===== config.mk =====
export PLATFORM = sky130hd
export DESIGN_NAME = ss_fault_sup
export DESIGN_NICKNAME = d
export VERILOG_FILES = /design/src/rtl/ssf_pkg.sv /design/src/rtl/ssf_rst_sync.sv /design/src/rtl/ssf_delay_timer.sv /design/src/rtl/ssf_ramp_gen.sv /design/src/rtl/ssf_trip_count.sv /design/src/rtl/ss_fault_sup.sv
export SDC_FILE = /design/constraint.sdc
export NUM_CORES = 1
export LEC_CHECK = 0
export BUFFER_PORTS_ARGS = -buffer_cell sky130_fd_sc_hd__buf_2
export CAP_MARGIN = 30
export CELL_PAD_IN_SITES_DETAIL_PLACEMENT = 0
export CELL_PAD_IN_SITES_GLOBAL_PLACEMENT = 2
export CORE_MARGIN = 2
export CORE_UTILIZATION = 36
export CTS_CLUSTER_DIAMETER = 120
export DETAILED_ROUTE_END_ITERATION = 12
export GPL_TIMING_DRIVEN = 1
export PLACE_DENSITY = 0.74
export SKIP_LAST_GASP = 1
export SYNTH_ARGS = -nofsm -noshare
export SYNTH_HDL_FRONTEND = slang
export SYNTH_SLANG_ARGS = --single-unit

===== constraint.sdc =====
create_clock -name clk -period 1.25 [get_ports clk]
set_input_delay 0.25 -clock clk [delete_from_list [all_inputs] [get_ports clk]]
set_output_delay 0.25 -clock clk [all_outputs]
set_load 0.05 [all_outputs]

===== src/rtl/ssf_pkg.sv =====
package ssf_pkg;
  typedef enum logic [2:0] {
    ST_IDLE = 3'd0,
    ST_WAIT = 3'd1,
    ST_RAMP = 3'd2,
    ST_HOLD = 3'd3,
    ST_TRIP = 3'd4
  } ssf_state_e;

  function automatic int unsigned cnt_width(input int unsigned n);
    return (n > 1) ? $clog2(n) : 1;
  endfunction
endpackage


===== src/rtl/ssf_rst_sync.sv =====
module ssf_rst_sync (
  input  logic clk,
  input  logic rst_n,
  output logic rst_sync_n
);
  logic [1:0] sh_q;

  always_ff @(posedge clk or negedge rst_n) begin
    if (!rst_n) sh_q <= 2'b00;
    else        sh_q <= {sh_q[0], 1'b1};
  end

  assign rst_sync_n = sh_q[1];
endmodule


===== src/rtl/ssf_delay_timer.sv =====
module ssf_delay_timer #(
  parameter int unsigned DELAY_CYC = 480
) (
  input  logic clk,
  input  logic rst_n,
  input  logic clr,
  input  logic run,
  output logic done
);
  localparam int unsigned CW = ssf_pkg::cnt_width(DELAY_CYC);
  localparam logic [CW-1:0] LAST = CW'(DELAY_CYC - 1);

  logic [CW-1:0] cnt_q, cnt_d;
  logic          cnt_en;

  always_comb begin
    cnt_en = clr | run;
    if (clr)               cnt_d = '0;
    else if (cnt_q < LAST) cnt_d = cnt_q + 1'b1;
    else                   cnt_d = cnt_q;
  end

  always_ff @(posedge clk or negedge rst_n) begin
    if (!rst_n)      cnt_q <= '0;
    else if (cnt_en) cnt_q <= cnt_d;
  end

  assign done = run & (cnt_q == LAST);
endmodule


===== src/rtl/ssf_ramp_gen.sv =====
module ssf_ramp_gen #(
  parameter int unsigned STEP_CYC  = 8,
  parameter int unsigned FULL_CODE = 64,
  parameter int unsigned CODE_W    = 7
) (
  input  logic              clk,
  input  logic              rst_n,
  input  logic              clr,
  input  logic              run,
  output logic [CODE_W-1:0] code,
  output logic              last_step
);
  localparam int unsigned SW = ssf_pkg::cnt_width(STEP_CYC);
  localparam logic [SW-1:0]     STEP_LAST = SW'(STEP_CYC - 1);
  localparam logic [CODE_W-1:0] CODE_TOP  = CODE_W'(FULL_CODE);
  localparam logic [CODE_W-1:0] CODE_PRE  = CODE_W'(FULL_CODE - 1);

  logic [SW-1:0]     step_q, step_d;
  logic [CODE_W-1:0] code_q, code_d;
  logic              tick, upd_en;

  always_comb begin
    tick   = run & (step_q == STEP_LAST);
    upd_en = clr | run;
    step_d = step_q;
    code_d = code_q;
    if (clr) begin
      step_d = '0;
      code_d = '0;
    end else if (tick) begin
      step_d = '0;
      if (code_q < CODE_TOP) code_d = code_q + 1'b1;
    end else begin
      step_d = step_q + 1'b1;
    end
  end

  always_ff @(posedge clk or negedge rst_n) begin
    if (!rst_n) begin
      step_q <= '0;
      code_q <= '0;
    end else if (upd_en) begin
      step_q <= step_d;
      code_q <= code_d;
    end
  end

  assign code      = code_q;
  assign last_step = tick & (code_q == CODE_PRE);
endmodule


===== src/rtl/ssf_trip_count.sv =====
module ssf_trip_count #(
  parameter int unsigned OC_LIMIT = 2
) (
  input  logic clk,
  input  logic rst_n,
  input  logic por,
  input  logic bump,
  output logic at_last
);
  localparam int unsigned CW = ssf_pkg::cnt_width(OC_LIMIT + 1);
  localparam logic [CW-1:0] TOP  = CW'(OC_LIMIT);
  localparam logic [CW-1:0] LAST = CW'(OC_LIMIT - 1);

  logic [CW-1:0] cnt_q, cnt_d;
  logic          cnt_en;

  always_comb begin
    cnt_en = por | bump;
    if (por)               cnt_d = '0;
    else if (cnt_q < TOP)  cnt_d = cnt_q + 1'b1;
    else                   cnt_d = cnt_q;
  end

  always_ff @(posedge clk or negedge rst_n) begin
    if (!rst_n)      cnt_q <= '0;
    else if (cnt_en) cnt_q <= cnt_d;
  end

  assign at_last = (cnt_q >= LAST);
endmodule


===== src/rtl/ss_fault_sup.sv =====
module ss_fault_sup
  import ssf_pkg::*;
#(
  parameter int unsigned DELAY_CYC = 480,
  parameter int unsigned STEP_CYC  = 8,
  parameter int unsigned FULL_CODE = 64,
  parameter int unsigned OC_LIMIT  = 2,
  localparam int unsigned CODE_W   = $clog2(FULL_CODE + 1)
) (
  input  logic              clk,
  input  logic              rst_n,
  input  logic              supply_ok,
  input  logic              enable,
  input  logic              oc_flag,
  input  logic              uv_flag,
  output logic [CODE_W-1:0] ref_code,
  output logic              run_en,
  output logic              latched_off
);
  logic       rst_i_n;
  ssf_state_e state_q, state_d;
  logic       dly_done, ramp_last, oc_at_last, oc_bump;
  logic       dly_clr, dly_run, ramp_clr, ramp_run;

  ssf_rst_sync u_rst (
    .clk        (clk),
    .rst_n      (rst_n),
    .rst_sync_n (rst_i_n)
  );

  // Next-state: power-on reset first, then the latch, then enable,
  // then faults while running, then normal sequencing.
  always_comb begin
    state_d = state_q;
    oc_bump = 1'b0;
    if (!supply_ok) begin
      state_d = ST_IDLE;
    end else if (state_q == ST_TRIP) begin
      state_d = ST_TRIP;
    end else if (!enable) begin
      state_d = ST_IDLE;
    end else begin
      case (state_q)
        ST_IDLE: state_d = ST_WAIT;
        ST_WAIT: if (dly_done) state_d = ST_RAMP;
        ST_RAMP, ST_HOLD: begin
          if (oc_flag) begin
            oc_bump = 1'b1;
            state_d = oc_at_last ? ST_TRIP : ST_WAIT;
          end else if (uv_flag && (state_q == ST_HOLD)) begin
            state_d = ST_TRIP;
          end else if ((state_q == ST_RAMP) && ramp_last) begin
            state_d = ST_HOLD;
          end
        end
        default: state_d = ST_IDLE;
      endcase
    end
  end

  always_ff @(posedge clk or negedge rst_i_n) begin
    if (!rst_i_n) state_q <= ST_IDLE;
    else          state_q <= state_d;
  end

  always_comb begin
    dly_run  = (state_q == ST_WAIT);
    dly_clr  = (state_q != ST_WAIT);
    ramp_run = (state_q == ST_RAMP);
    ramp_clr = !((state_d == ST_RAMP) || (state_d == ST_HOLD));
  end

  ssf_delay_timer #(.DELAY_CYC(DELAY_CYC)) u_dly (
    .clk   (clk),
    .rst_n (rst_i_n),
    .clr   (dly_clr),
    .run   (dly_run),
    .done  (dly_done)
  );

  ssf_ramp_gen #(
    .STEP_CYC  (STEP_CYC),
    .FULL_CODE (FULL_CODE),
    .CODE_W    (CODE_W)
  ) u_ramp (
    .clk       (clk),
    .rst_n     (rst_i_n),
    .clr       (ramp_clr),
    .run       (ramp_run),
    .code      (ref_code),
    .last_step (ramp_last)
  );

  ssf_trip_count #(.OC_LIMIT(OC_LIMIT)) u_trip (
    .clk     (clk),
    .rst_n   (rst_i_n),
    .por     (!supply_ok),
    .bump    (oc_bump),
    .at_last (oc_at_last)
  );

  assign run_en      = (state_q == ST_RAMP) || (state_q == ST_HOLD);
  assign latched_off = (state_q == ST_TRIP);
endmodule


==> metrics.csv, run 1 <==
stage;metric;value;unit
outcome;run status;complete, but fails checks;
outcome;violated checks;setup timing;
global_route;initial antenna violation count;0;
synth;syn nets;147;
critical_path;CP Max Fanout;3;
synth;syn avg cell area;10.0;µm²
clock_tree;Clock Path Buffers;2;
floorplanning;Die Wd;65.6;µm
synth;area leader, netlist;dfrtp_1;
final_layout;final net count;208;
sta;Max Fclk;651;MHz
sta;Final min period;1.54;ns
clock_tree;TritonCTS Buffers;3;
route;total via count in the routed design;1205;
sta;setup_tns;-4.30;ns
global_route;gr usage total;16.2;%
floorplanning;I/O Pins;15;
synth;sequential area share after synthesis;47.7;%
synth;Synth top area share;47.7;%
critical_path;slowest CP cell;dfrtp_1;
placement;dpl hpwl;2190;µm
sta;slack of the critical path;-0.285;ns
route;DRT iter0 DRCs;24;
global_route;largest net degree at the start of global routing;25;
critical_path;crit-path max cell delay;0.38;ns
placement;pre-CTS setup slack;-0.282;ns
sta;skew final;0.00921;ns
sta;count of final max-slew check failures;0;
critical_path;Setup crit end kind;register;
run;Max-Cap Viols;0;
final_layout;share of layout cells above drive strength 1;51.0;%
pwr;power density cells;699;nW/µm²
final_layout;P&R area growth vs syn;52.9;%
route;# DRC;0;
clock_tree;H-tree levels;1;
placement;port bufs;14;
clock_tree;Reg clk slew, reported paths;0.09;ns
synth;top_reg_cell synth;dfrtp_1;
pwr;Pleak;0.889;nW
route;Post-Route WL;3220;µm
sta;final period utilization;123;%
synth;count leader, synth;dfrtp_1;
final_layout;final core utilization;57.0;%
floorplanning;Chip Height;65.6;µm
route;routed vias/inst;4.94;
synth;Distinct cells, synth;39;
placement;Placer Congestion;0.827;
clock_tree;clock tree sinks;26;
clock_tree;clk root buf;clkbuf_8;
global_route;number of global-route vias before repair;1243;
clock_tree;clock latency on the worst-skew pair;0.27;ns
pwr;Worst VDD drop;0.358;mV
sta;Setup violations, final;25;
floorplanning;Initial Util;37.3;%
critical_path;WS Path Type;reg2reg;
hold_path;worst hold path class;reg2async;
critical_path;worst-path cell chain;buf_6, or3b_4, buf_4, buf_8, o21a_1, a21boi_1;
sta;final hold viol count;0;
sta;RSZ-0062 raised after global routing;true;
synth;most frequent cells after synthesis;dfrtp_1, nor2_1, nand2_1;
critical_path;CP required;1.43;ns
critical_path;CP startpoint kind;register;
global_route;total congestion overflow;0;
sta;Worst Hold Slack;0.217;ns
synth;Mapped Cells;136;
pwr;Power Total;1.46;mW
floorplanning;Core ar.;3660;µm²
synth;number of synthesized flops with an enable pin;0;
critical_path;crit path DAT;1.72;ns
synth;Synth Cell Area;1360;µm²
synth;synth top area cells;dfrtp_1, ha_1, xor2_1;
route;DR pass1 iterations;4;
global_route;first-pass GRT wire length;5350;µm
synth;Ys Warns;0;
floorplanning;num rows;22;
route;routed len/inst;13.2;µm
floorplanning;Die Area;4300;µm²
final_layout;n_diodes;0;
clock_tree;CTS tree;yes;
synth;fraction of registers with async set/reset;100;%
synth;Yosys reg bits;26;
route;Detail Route Antenna Nets;0;
-- final timing paths --
path | from | endpoint | slack, ns | depth (start not counted)
max | state_q[0] | state_q[0] | -0.29 | 6
min | u_rst.sh_q[1] | u_dly.cnt_q[8] | 0.22 | 1
max reg2reg | state_q[0] | state_q[0] | -0.29 | 6
min reg2reg | u_rst.sh_q[1] | u_dly.cnt_q[8] | 0.22 | 1
max in group asynchronous | u_rst.sh_q[1] | u_ramp.code[1] | 0.78 | 1
min in group clk | supply_ok | u_trip.cnt_q[0] | 0.26 | 2
-- worst max-delay path: cells and delay by family, from the launching register on --
family / cells / cell delay, ns
simple gates: 1 / 0.37
buf+inv: 3 / 0.37
flops: 1 / 0.38
compound gates: 2 / 0.33
-- power breakdown --
group          switching [mW]  internal (mW)  total, mW
logic                  0.0564         0.0660      0.122
clock network           0.255          0.228      0.483
registers             0.00525          0.848      0.854
total                   0.317           1.14       1.46
-- registers in the layout, indices dropped and copies added, names as in the netlist --
name	flops
u_ramp.code	7
state_q	3
u_rst.sh_q	2
u_ramp.step_q	3
u_dly.cnt_q	9
u_trip.cnt_q	2
-- cell type report --
class,instances,area (µm²)
fillers,330,1580
multi-input cells,102,807
flip-flops and latches,26,656
repair buffers,60,499
well taps,48,60.1
clock buffers,4,45.0
inverters,4,18.8
-- timing repair --
item	in CTS	in global routing
pin swaps	18	15
buffers inserted	11	5
hold buffers	1	0
endpoints found under the hold margin	2	0
setup endpoints to repair	23	29
resized for setup	23	21
-- cell usage in the layout (no fill, tap or decap), drive strengths merged, types with 2 or more instances in the layout --
cell type / count
xnor2: 4
clkbuf: 5
a31oi: 2
nand4b: 2
buf: 58
nor2b: 2
a21oi: 6
nor3b: 2
or3: 2
o21ai: 8
nand4: 7
xor2: 6
inv: 3
nor3: 3
a21boi: 2
mux2i: 3
and2: 2
dfrtp: 26
nor2: 19
nand2: 8
nand2b: 2
and4: 2
ha: 5
nand3: 7
-- through the flow --
step / cells / cell area (µm²)
after floorplan: 136 / 1420
after global placement: 224 / 1740
after detailed placement: 224 / 1740
after CTS: 240 / 1960
after global routing: 244 / 2090
final: 244 / 2090
-- cells by family after synthesis --
group / after synthesis / synth area share (%)
buffers and inverters: 8 / 3.03
other: 1 / 0.275
and+or+nand+nor: 62 / 26.1
AOI/OAI and AO/OA: 21 / 9.73
adders and majority gates: 5 / 4.59
muxes: 3 / 2.20
DFF: 26 / 47.7
xor gates and xnor gates: 10 / 6.42
-- metal layers --
layer	part of all wire (%)	wire length (µm)	GRT usage (%)	vias to the layer above
li1	-	-	-	598
met1	41	1320	18.7	595
met2	57	1820	31.6	8
met3	1.6	51	2.05	4
met4	0.68	22	3.13	0
met5	0	0	0	-
No activity file was read; power rests on OpenSTA's default activity.
==> inputs of run 2 (changes only) <==
- PLACE_DENSITY: 0.74 -> 0.87
==> metrics.csv, run 2 (synthesis results as in run 1) <==
stage;metric;value;unit
floorplanning;Die Area;4300;µm²
sta;Max Fclk;671;MHz
critical_path;CP Max Fanout;3;
pwr;power density cells;726;nW/µm²
floorplanning;Initial Util;37.3;%
floorplanning;Core ar.;3660;µm²
sta;slack of the critical path;-0.241;ns
global_route;largest net degree at the start of global routing;15;
sta;RSZ-0062 raised after global routing;true;
route;DRT iter0 DRCs;24;
final_layout;Biggest register;u_dly.cnt_q;
sta;Worst Hold Slack;0.189;ns
floorplanning;Chip Height;65.6;µm
clock_tree;H-tree levels;1;
pwr;Pleak;0.857;nW
global_route;initial antenna violation count;0;
route;total via count in the routed design;1199;
placement;port bufs;14;
clock_tree;TritonCTS Buffers;3;
sta;Final min period;1.49;ns
floorplanning;num rows;22;
critical_path;CP required;1.00;ns
critical_path;crit path DAT;1.24;ns
critical_path;Setup crit start;state_q[1];
global_route;gr usage total;16.0;%
global_route;total congestion overflow;0;
placement;dpl hpwl;2110;µm
placement;Placer Congestion;0.760;
pwr;Worst VDD drop;0.485;mV
clock_tree;clock latency on the worst-skew pair;0.27;ns
final_layout;fill count;306;
route;routed vias/inst;5.02;
placement;placed cells;222;
route;DR pass1 iterations;4;
placement;pre-CTS setup slack;-0.213;ns
critical_path;worst r2r src;state_q[1];
critical_path;slowest CP cell;dfrtp_1;
final_layout;n_diodes;0;
clock_tree;clk root buf;clkbuf_8;
route;# DRC;0;
final_layout;max FFs per register;9;
critical_path;most frequent CP cell;buf_6;
final_layout;share of layout cells above drive strength 1;52.9;%
clock_tree;clock tree sinks;26;
sta;final hold viol count;0;
clock_tree;Reg clk slew, reported paths;0.09;ns
final_layout;final net count;203;
pwr;Power Total;1.52;mW
route;routed len/inst;13.3;µm
clock_tree;Clock Path Buffers;2;
clock_tree;CTS tree;yes;
run;Max-Cap Viols;0;
final_layout;Final Non-Filler Cells;239;
critical_path;WS Path Type;reg2out;
critical_path;CP startpoint kind;register;
critical_path;crit-path max cell delay;0.41;ns
sta;Setup violations, final;23;
global_route;first-pass GRT wire length;5330;µm
sta;count of final max-slew check failures;0;
sta;final period utilization;119;%
route;Post-Route WL;3180;µm
final_layout;commonest non-fill, non-tap cell in the layout;buf_4;
sta;skew final;0.00230;ns
critical_path;Setup crit end kind;output pin;
outcome;violated checks;setup timing;
global_route;number of global-route vias before repair;1232;
final_layout;P&R area growth vs syn;53.6;%
outcome;run status;complete, but fails checks;
floorplanning;I/O Pins;15;
floorplanning;Die Wd;65.6;µm
hold_path;worst hold path class;reg2async;
final_layout;most frequent cells in the layout;buf_4, dfrtp_1, buf_6;
critical_path;worst-path cell chain;buf_6, nand2b_4, buf_6, clkinvlp_4, buf_8;
route;Detail Route Antenna Nets;0;
## run 2: critical path: cells and delay by family, from the launching register on
kind | cells | cell delay [ns]
buf+inv | 4 | 0.50
simple gates | 1 | 0.07
flops | 1 | 0.41
## run 2: final timing paths
check / to / slack, ns / depth (start not counted)
setup / recovery: run_en / -0.24 / 5
hold / removal: u_trip.cnt_q[1] / 0.19 / 1
setup reg to reg: u_ramp.code[1] / -0.24 / 5
hold reg to reg: u_trip.cnt_q[1] / 0.19 / 1
max in group asynchronous: u_ramp.code[6] / 0.88 / 1
min in group clk: u_trip.cnt_q[0] / 0.24 / 2
## run 2: cell type report
cell class	instances	area, µm²	share of cell area [%]
Clock buffer	4	55.1	2.63
Multi-Input combinational cell	102	835	39.8
Sequential cell	26	656	31.3
Timing Repair Buffer	55	470	22.5
Inverter	4	18.8	0.896
Tap cell	48	60.1	2.87
## run 2: what timing repair did
action | in CTS | in global routing
setup endpoints to repair | 22 | 30
hold buffers | 1 | 0
endpoints found under the hold margin | 2 | 0
pin swaps | 9 | 25
setup buffers | 8 | 4
resized for setup | 26 | 26
## run 2: where the power goes
part	internal, mW	switching (mW)
logic	0.0628	0.0590
registers	0.848	0.00486
clock network	0.282	0.263
## run 2: per-layer routing
metal | vias up | part of all wire (%) | global-route usage [%]
met2 | 16 | 53 | 29.2
met1 | 588 | 44 | 19.2
met3 | 5 | 2.0 | 2.05
met5 | - | 0 | 0
met4 | 0 | 1.5 | 5.47
li1 | 590 | - | -
## run 2: stage by stage
| step | util (%) | setup TNS, ns | instance area [µm²] |
|---|---|---|---|
| floorplan | - | -1.13 | 1420 |
| global placement | 47.2 | -1.83 | 1730 |
| detailed placement | 47.2 | -2.34 | 1730 |
| CTS | 53.7 | -3.12 | 1970 |
| global route | 57.2 | -5.34 | 2090 |
| finish | 57.2 | -3.43 | 2090 |
